### config.mk
export PLATFORM = sky130hd
export DESIGN_NAME = jtag_ce_sync
export DESIGN_NICKNAME = d
export VERILOG_FILES = /design/src/rtl/jce_pkg.sv /design/src/rtl/jce_sync.sv /design/src/rtl/jce_edge.sv /design/src/rtl/jce_tap_fsm.sv /design/src/rtl/jtag_ce_sync.sv
export SDC_FILE = /design/constraint.sdc
export NUM_CORES = 1
export LEC_CHECK = 0
export BUFFER_PORTS_ARGS = -buffer_cell sky130_fd_sc_hd__buf_4
export CORE_MARGIN = 5
export CORE_UTILIZATION = 50
export DETAILED_ROUTE_END_ITERATION = 12
export GPL_ROUTABILITY_DRIVEN = 0
export PLACE_DENSITY_LB_ADDON = 0.3
export SLEW_MARGIN = 5
export SYNTH_ARGS = -nofsm -noshare
export SYNTH_HDL_FRONTEND = slang
export SYNTH_SLANG_ARGS = --single-unit
### constraint.sdc
create_clock -name clk -period 5.65 [get_ports clk]
set_clock_uncertainty 0.1 [all_clocks]
set_input_delay 0.8475 -clock clk [delete_from_list [all_inputs] [get_ports clk]]
set_output_delay 0.8475 -clock clk [all_outputs]
set_load 0.05 [all_outputs]
### src/rtl/jce_pkg.sv
package jce_pkg;

    typedef enum logic [3:0] {
        ST_TEST_RESET,
        ST_IDLE,
        ST_DR_SEL,
        ST_DR_CAP,
        ST_DR_SHIFT,
        ST_DR_EX1,
        ST_DR_PAUSE,
        ST_DR_EX2,
        ST_DR_UPD,
        ST_IR_SEL,
        ST_IR_CAP,
        ST_IR_SHIFT,
        ST_IR_EX1,
        ST_IR_PAUSE,
        ST_IR_EX2,
        ST_IR_UPD
    } tap_state_e;

endpackage

### src/rtl/jce_sync.sv
module jce_sync #(
    parameter int STAGES = 2,
    parameter int WIDTH  = 3
) (
    input  logic             clk,
    input  logic             clr_n,
    input  logic [WIDTH-1:0] d,
    output logic [WIDTH-1:0] q
);
    logic [WIDTH-1:0] chain [STAGES];

    for (genvar s = 0; s < STAGES; s++) begin : g_stage
        if (s == 0) begin : g_first
            always_ff @(posedge clk or negedge clr_n) begin
                if (!clr_n) chain[0] <= '0;
                else        chain[0] <= d;
            end
        end else begin : g_next
            always_ff @(posedge clk or negedge clr_n) begin
                if (!clr_n) chain[s] <= '0;
                else        chain[s] <= chain[s-1];
            end
        end
    end

    assign q = chain[STAGES-1];
endmodule

### src/rtl/jce_edge.sv
module jce_edge (
    input  logic clk,
    input  logic clr_n,
    input  logic level,
    output logic rise,
    output logic fall
);
    logic level_d;

    always_ff @(posedge clk or negedge clr_n) begin
        if (!clr_n) level_d <= 1'b0;
        else        level_d <= level;
    end

    assign rise = level & ~level_d;
    assign fall = ~level & level_d;
endmodule

### src/rtl/jce_tap_fsm.sv
module jce_tap_fsm
    import jce_pkg::*;
(
    input  logic       clk,
    input  logic       clr_n,
    input  logic       adv_en,
    input  logic       tms,
    output tap_state_e state
);
    tap_state_e state_nx;

    always_ff @(posedge clk or negedge clr_n) begin
        if (!clr_n)      state <= ST_TEST_RESET;
        else if (adv_en) state <= state_nx;
    end

    always_comb begin
        state_nx = state;
        unique case (state)
            ST_TEST_RESET: state_nx = tms ? ST_TEST_RESET : ST_IDLE;
            ST_IDLE:       state_nx = tms ? ST_DR_SEL     : ST_IDLE;
            ST_DR_SEL:     state_nx = tms ? ST_IR_SEL     : ST_DR_CAP;
            ST_DR_CAP:     state_nx = tms ? ST_DR_EX1     : ST_DR_SHIFT;
            ST_DR_SHIFT:   state_nx = tms ? ST_DR_EX1     : ST_DR_SHIFT;
            ST_DR_EX1:     state_nx = tms ? ST_DR_UPD     : ST_DR_PAUSE;
            ST_DR_PAUSE:   state_nx = tms ? ST_DR_EX2     : ST_DR_PAUSE;
            ST_DR_EX2:     state_nx = tms ? ST_DR_UPD     : ST_DR_SHIFT;
            ST_DR_UPD:     state_nx = tms ? ST_DR_SEL     : ST_IDLE;
            ST_IR_SEL:     state_nx = tms ? ST_TEST_RESET : ST_IR_CAP;
            ST_IR_CAP:     state_nx = tms ? ST_IR_EX1     : ST_IR_SHIFT;
            ST_IR_SHIFT:   state_nx = tms ? ST_IR_EX1     : ST_IR_SHIFT;
            ST_IR_EX1:     state_nx = tms ? ST_IR_UPD     : ST_IR_PAUSE;
            ST_IR_PAUSE:   state_nx = tms ? ST_IR_EX2     : ST_IR_PAUSE;
            ST_IR_EX2:     state_nx = tms ? ST_IR_UPD     : ST_IR_SHIFT;
            ST_IR_UPD:     state_nx = tms ? ST_DR_SEL     : ST_IDLE;
        endcase
    end
endmodule

### src/rtl/jtag_ce_sync.sv
module jtag_ce_sync
    import jce_pkg::*;
#(
    parameter int          SYNC_STAGES  = 2,
    parameter int          IR_W         = 4,
    parameter int          ID_W         = 32,
    parameter logic [31:0] IDCODE_VALUE = 32'h1A5C_E0B3,
    parameter logic [3:0]  IDCODE_OP    = 4'b0010
) (
    input  logic clk,
    input  logic trst_n,
    input  logic tck_in,
    input  logic tms_in,
    input  logic tdi_in,
    output logic rtck_out,
    output logic tck_rise_en,
    output logic tck_fall_en,
    output logic tdo_out
);
    localparam logic [IR_W-1:0] BYPASS_OP  = '1;
    localparam logic [IR_W-1:0] IR_CAPTURE = IR_W'(1);
    localparam logic [IR_W-1:0] ID_OP      = IR_W'(IDCODE_OP);
    localparam logic [ID_W-1:0] ID_VAL     = ID_W'(IDCODE_VALUE);

    logic [2:0] sync_q;
    logic       tck_s, tms_s, tdi_s;
    tap_state_e tap_state;

    logic [IR_W-1:0] ir_shift, ir_active;
    logic [ID_W-1:0] id_shift;
    logic            byp_bit;
    logic            id_sel;

    jce_sync #(.STAGES(SYNC_STAGES), .WIDTH(3)) u_sync (
        .clk   (clk),
        .clr_n (trst_n),
        .d     ({tck_in, tms_in, tdi_in}),
        .q     (sync_q)
    );

    assign tck_s    = sync_q[2];
    assign tms_s    = sync_q[1];
    assign tdi_s    = sync_q[0];
    assign rtck_out = tck_s;

    jce_edge u_edge (
        .clk   (clk),
        .clr_n (trst_n),
        .level (tck_s),
        .rise  (tck_rise_en),
        .fall  (tck_fall_en)
    );

    jce_tap_fsm u_fsm (
        .clk    (clk),
        .clr_n  (trst_n),
        .adv_en (tck_rise_en),
        .tms    (tms_s),
        .state  (tap_state)
    );

    assign id_sel = (ir_active == ID_OP);

    // Register actions: capture/shift on the rising enable, update/launch on the falling one.
    always_ff @(posedge clk or negedge trst_n) begin
        if (!trst_n) begin
            ir_shift  <= '0;
            ir_active <= BYPASS_OP;
            id_shift  <= '0;
            byp_bit   <= 1'b0;
            tdo_out   <= 1'b0;
        end else begin
            if (tap_state == ST_TEST_RESET) ir_active <= BYPASS_OP;
            if (tck_rise_en) begin
                case (tap_state)
                    ST_IR_CAP:   ir_shift <= IR_CAPTURE;
                    ST_IR_SHIFT: ir_shift <= {tdi_s, ir_shift[IR_W-1:1]};
                    ST_DR_CAP: begin
                        if (id_sel) id_shift <= ID_VAL;
                        byp_bit <= 1'b0;
                    end
                    ST_DR_SHIFT: begin
                        if (id_sel) id_shift <= {tdi_s, id_shift[ID_W-1:1]};
                        else        byp_bit  <= tdi_s;
                    end
                    default: ;
                endcase
            end
            if (tck_fall_en) begin
                if (tap_state == ST_IR_UPD) ir_active <= ir_shift;
                case (tap_state)
                    ST_IR_SHIFT: tdo_out <= ir_shift[0];
                    ST_DR_SHIFT: tdo_out <= id_sel ? id_shift[0] : byp_bit;
                    default:     tdo_out <= 1'b0;
                endcase
            end
        end
    end
endmodule

; ---- After elaboration in Yosys (flattened, before gate mapping)
; Cells that the tools add are included.
[totals]
ff_bits = 53
in_bits = 5
output_inout_bits = 4
wordCells = 65
[classes]
n_eq_ne = 19
muxes = 24
bitwise_logic = 4
n_reduce_logical = 9
[ops]
columns = cell, count
row1 = 2-to-1 mux 32 bit, 2
row2 = one-hot mux 32 bit (2 select lines), 1
row3 = one-hot mux 4 bit (12 select lines), 1
row4 = "equality test 4 bit, second input constant", 8
row5 = 2-to-1 mux 4 bit, 7
row6 = "equality test 4 x 3 -> 1 bit, second input constant", 4
row7 = "equality test 4 x 2 -> 1 bit, second input constant", 3
row8 = one-hot mux 4 bit (2 select lines), 1
row9 = 2-to-1 mux 2 bit, 3
row10 = 2-to-1 mux 3 bit, 2
row11 = "inequality test 2 bit, second input constant", 3
row12 = 2-to-1 mux 1 bit, 5
row13 = "equality test 4 x 1 -> 1 bit, second input constant", 1
row14 = logical NOT 4 bit, 1
row15 = one-hot mux 1 bit (2 select lines), 2
row16 = AND reduction 4 bit, 1
row17 = nonzero test 2 bit, 2
row18 = OR reduction 2 bit, 2
row19 = AND reduction 3 bit, 1
row20 = OR reduction 3 bit, 1
row21 = bitwise AND 1 bit, 2
row22 = inverter 1 bit, 2
row23 = AND reduction 2 bit, 1

; ---- Longest topological paths before layout
[logic_depth]
ltp_word = 4
depth_mapped = 7
mapped_depth_nobuf = 4

; ---- Cells and area by module
; From an unflattened synthesis, not the netlist that was laid out.
[unflattened]
cells_unflattened = 187
area_unflattened_um2 = 2312.2
[modules_own_cells]
columns = mod, instances, cells_each, area_per_inst_um2, seq_area_each_um2
row1 = jtag_ce_sync, 1, 128, 1699.1, 1056.0
row2 = jce_tap_fsm, 1, 47, 400.4, 100.1
row3 = jce_sync, 1, 9, 172.7, 150.1
row4 = jce_edge, 1, 3, 40.0, 25.0

; ---- Worst setup path after synthesis
; OpenSTA, ideal clock, no wires.
[synth_path]
path_kind = reg2out
from = register u_sync.chain, in the netlist u_sync.q[2]
to = output tck_fall_en
t_arrival_ns = 1.425
required_time_ns = 4.703
path_slack_ns = 3.277
stages_incl_launch_ff = 2
path_buffers = 0
path_cell_list = dfrtp_1 -> nor2b_1
[synth_via]
elab_chain_len = 2
[synth_lines]
columns = element, line_no
row1 = "start, declared", jce_sync.sv:10  ; logic [WIDTH-1:0] chain [STAGES];
row2 = "start signal, assigned by index", jce_sync.sv:21  ; else chain[s] <= chain[s-1];
row3 = inverter 1 bit, jce_edge.sv:16  ; assign fall = ~level & level_d;
row4 = bitwise AND 1 bit, jce_edge.sv:16
row5 = "end, declared", jtag_ce_sync.sv:17  ; output logic tck_fall_en,
; No other way between the ends.

; ---- Worst setup path in the final report
[layout_path]
from = register u_fsm.state[3]
to = register id_shift[2]
[layout_via]
elab_chain_len = 3
word_cells_on_any_way = 7
classes_between = eq/ne (4) / mux (1) / reduce/logical (2)
[layout_lines]
columns = element, line_no
row1 = "start, declared", jce_tap_fsm.sv:8  ; output tap_state_e state
row2 = "start signal, assigned", jce_tap_fsm.sv:14  ; else if (adv_en) state <= state_nx;
row3 = equality test 4 x 3 -> 1 bit or equality test 4 x 2 -> 1 bit (tied branches), jtag_ce_sync.sv:75  ; case (tap_state)
row4 = inequality test 2 bit (no source line) or nonzero test 2 bit (tied branches), -
row5 = AND reduction 4 bit (no source line), -
row6 = "end signal, assigned", jtag_ce_sync.sv:83  ; if (id_sel) id_shift <= {tdi_s, id_shift[ID_W-1:1]};
row7 = "end, declared", jtag_ce_sync.sv:30  ; logic [ID_W-1:0] id_shift;
; Parallel ways exist; a longest one is shown, timed or not.
; A chain may end at the register's enable or synchronous reset.

==> results.yml <==
run_status:
  status: "completed"
worst_setup_path:
  cp.depth: 3
  cp.arrival_ns: 2.64
  cpLargestDelayFamily: "simple AND/OR/NAND/NOR gates"
  crit_path_start_kind: "flop"
  cp_slowest_cell: "nor3_2"
  cp-end-kind: "flop"
  crit_chain: "or4b_1 -> nor3_2 -> a22o_1"
  crit_path_max_incr_delay_ns: 0.82
  crit_type: "reg2reg"
  crit_fanout: 17
  required_ns: 5.80
  rr_worst_depth: 3
  cp_num_buf_inv: 0
routing:
  dr_total_vias: 1365
  top_layer: "met4"
  wirelength_met1_um: 1780
  drc: 0
  initialDrtViolationCount: 89
  wl_met2_um: 1670
  wl_met3_um: 147
  wl_per_cell_um: 15.9
  wirelength_um: 3650
  vias_per_cell: 5.93
  antenna_left: 0
  drt_pre_antenna_iters: 4
placement:
  port_buffers: 8
  hpwl_um: 2330
  dp_slack_ns: 3.15
  dp_cells: 222
  placed_cell_area_um2: 2200
global_route:
  grt_pass1_wl_um: 6200
  grtUsageTotal_pct: 14.4
  grt.overflow.total: 0
  grt_pass1_vias: 1290
  grt_max_degree: 54
  antenna_found_initial: 0
power:
  power_density_nw_per_um2: 379
  cellLeakagePower_nw: 1.04
  p_comb_share_pct: 15.7
  p_int_uw: 613
  p_total_uw: 875
  clockPowerShare_pct: 29.3
  p_sw_uw: 262
  seqPwrFrac_pct: 55.0
  ir_drop_mv: 0.230
  p_sw_share_pct: 30.0
logic_synthesis:
  synth_fp_nets: 183
  ys_ff_latch: 53
  yosysSeqAreaShare_pct: 61.9
  syn_inst: 178
  synth.distinct_cells: 35
  avgSynthCellArea_um2: 12.1
  syn_area_um2: 2150
  ys.warnings.count: 0
timing:
  rsz0062_at_grt: "false"
  final.period_utilization_pct: 44.2
  drv_slew: 0
  setup_viol: 0
  fmax_mhz: 401
  totalNegativeSetupSlack_ns: 0
  holdWs_ns: 0.256
  relSlewSlack_pct: 29.6
  timing_hold_violations_final: 0
  period_needed_ns: 2.50
  worst_slack_ns: 3.15
  worst_pin_slew_ns: 1.05
clock_tree:
  htree_levels: 2
  cts.clk_slew.worst_paths_ns: 0.09
  cts_resized: 0
  clock_latency_ns: 0.31
  cts_buffer_depth: 2
  cts_root_buffer: "clkbuf_8"
  cts_buffers: 5
  cts.sinks: 53
  cts_setup_buffers: 0
  postCtsHoldBufs: 0
  cts_tree: "built"
cells_and_area:
  num_antenna_cells: 0
  layout.nets: 184
  layout_common_cells: "dfrtp_1, a22o_1, o22a_1"
  regArea_um2: 1330
  final_util_pct: 56.5
  finalNonFillerCells: 230
  final_cell_area_um2: 2310
  layout_commonest_cell: "dfrtp_1"
  fill_cells: 319
  area_growth_pct: 7.33
  layout-drive-gt1-share_pct: 11.7
  multi_input_area_um2: 719
hold_path:
  hold_path_class: "reg2reg"
  whs_path_depth: 0
floorplanning:
  start_util_pct: 52.6
  core_um2: 4090
  fp-row-count: 23
  die_area_um2: 5710
  fp.dieH_um: 75.6
  die_w_um: 75.6
  pin_count: 9
run:
  drv_cap: 0
==> power by group through the flow <==
stage,clock network [mW],logic (mW),registers (mW)
finish,0.256,0.137,0.482
floorplan,0,0.149,0.447
detailed placement,0,0.138,0.486
CTS,0.261,0.138,0.479
global placement,0,0.130,0.483
global route,0.277,0.154,0.491
==> logic make-up (layout without fill, tap and decap cells) <==
kind of cell           Yosys count  in the layout  share of synthesized area, %
AND/OR/NAND/NOR                 37             37                          9.78
buffers and inverters           20             22                          4.60
multiplexers                     2              2                         0.931
AO/OA/AOI/OAI                   66             66                          22.8
flip-flops                      53             53                          61.9
==> cell type report <==
| class | count | area share [%] |
|---|---|---|
| clock buffers | 6 | 3.15 |
| well taps | 50 | 2.71 |
| flip-flops and latches | 53 | 57.7 |
| multi-input cells | 105 | 31.2 |
| inverters | 6 | 0.976 |
| clock inverters | 2 | 1.68 |
| repair buffers | 8 | 2.60 |
==> Yosys cell counts <==
library cell	n	area share, %
and2_1	1	0.29
a31oi_1	4	1.2
or3_1	1	0.29
nand3b_1	1	0.35
a211o_1	2	0.82
a22o_1	18	7.3
and3_1	1	0.29
mux2i_1	2	0.93
nor2b_1	3	0.87
nor3_2	1	0.47
nor4_1	1	0.29
or4b_1	2	0.93
nand3_1	5	1.2
o22a_1	16	6.5
o21ai_0	15	3.5
a211oi_1	1	0.35
o22ai_1	3	0.87
or3b_2	1	0.41
a221o_1	1	0.47
inv_1	6	1.0
clkbuf_1	5	0.87
a21oi_1	4	0.93
buf_2	7	1.6
o32a_1	1	0.47
buf_6	2	1.0
o31ai_1	1	0.35
or2_1	1	0.29
nand2_1	3	0.52
nor2_1	10	1.7
nor3_1	1	0.23
or3b_1	1	0.41
dfrtp_1	49	57
nor3b_1	1	0.35
nand2b_1	3	0.87
dfstp_2	4	4.9
==> flip-flops by register name, summed over array words and instances, names as in the netlist <==
signal / flops
byp_bit: 1
id_shift: 32
ir_active: 4
ir_shift: 4
tdo_out: 1
u_edge.level_d: 1
u_fsm.state: 4
u_sync.chain: 3
u_sync.q: 3
==> metal layers <==
layer  vias to the layer above  GRT usage, %
li1                        662             -
met4                         0          4.66
met3                         5          4.49
met5                         -             0
met2                        25          20.9
met1                       673          20.8
==> worst paths after layout <==
kind                       slack, ns                         end                  startpoint
max in group asynchronous       4.56         byp_bit$_DFFE_PN0P_                      trst_n
setup / recovery                3.15     id_shift[2]$_DFFE_PN0P_  u_fsm.state[3]$_DFFE_PN0P_
hold / removal                  0.26       u_sync.q[2]$_DFF_PN0_   u_sync.chain[5]$_DFF_PN0_
setup reg to reg                3.15     id_shift[2]$_DFFE_PN0P_  u_fsm.state[3]$_DFFE_PN0P_
min in group asynchronous       0.45  u_fsm.state[1]$_DFFE_PN0P_                      trst_n
hold reg to reg                 0.26       u_sync.q[2]$_DFF_PN0_   u_sync.chain[5]$_DFF_PN0_
Power figures use the tool's default switching activity.
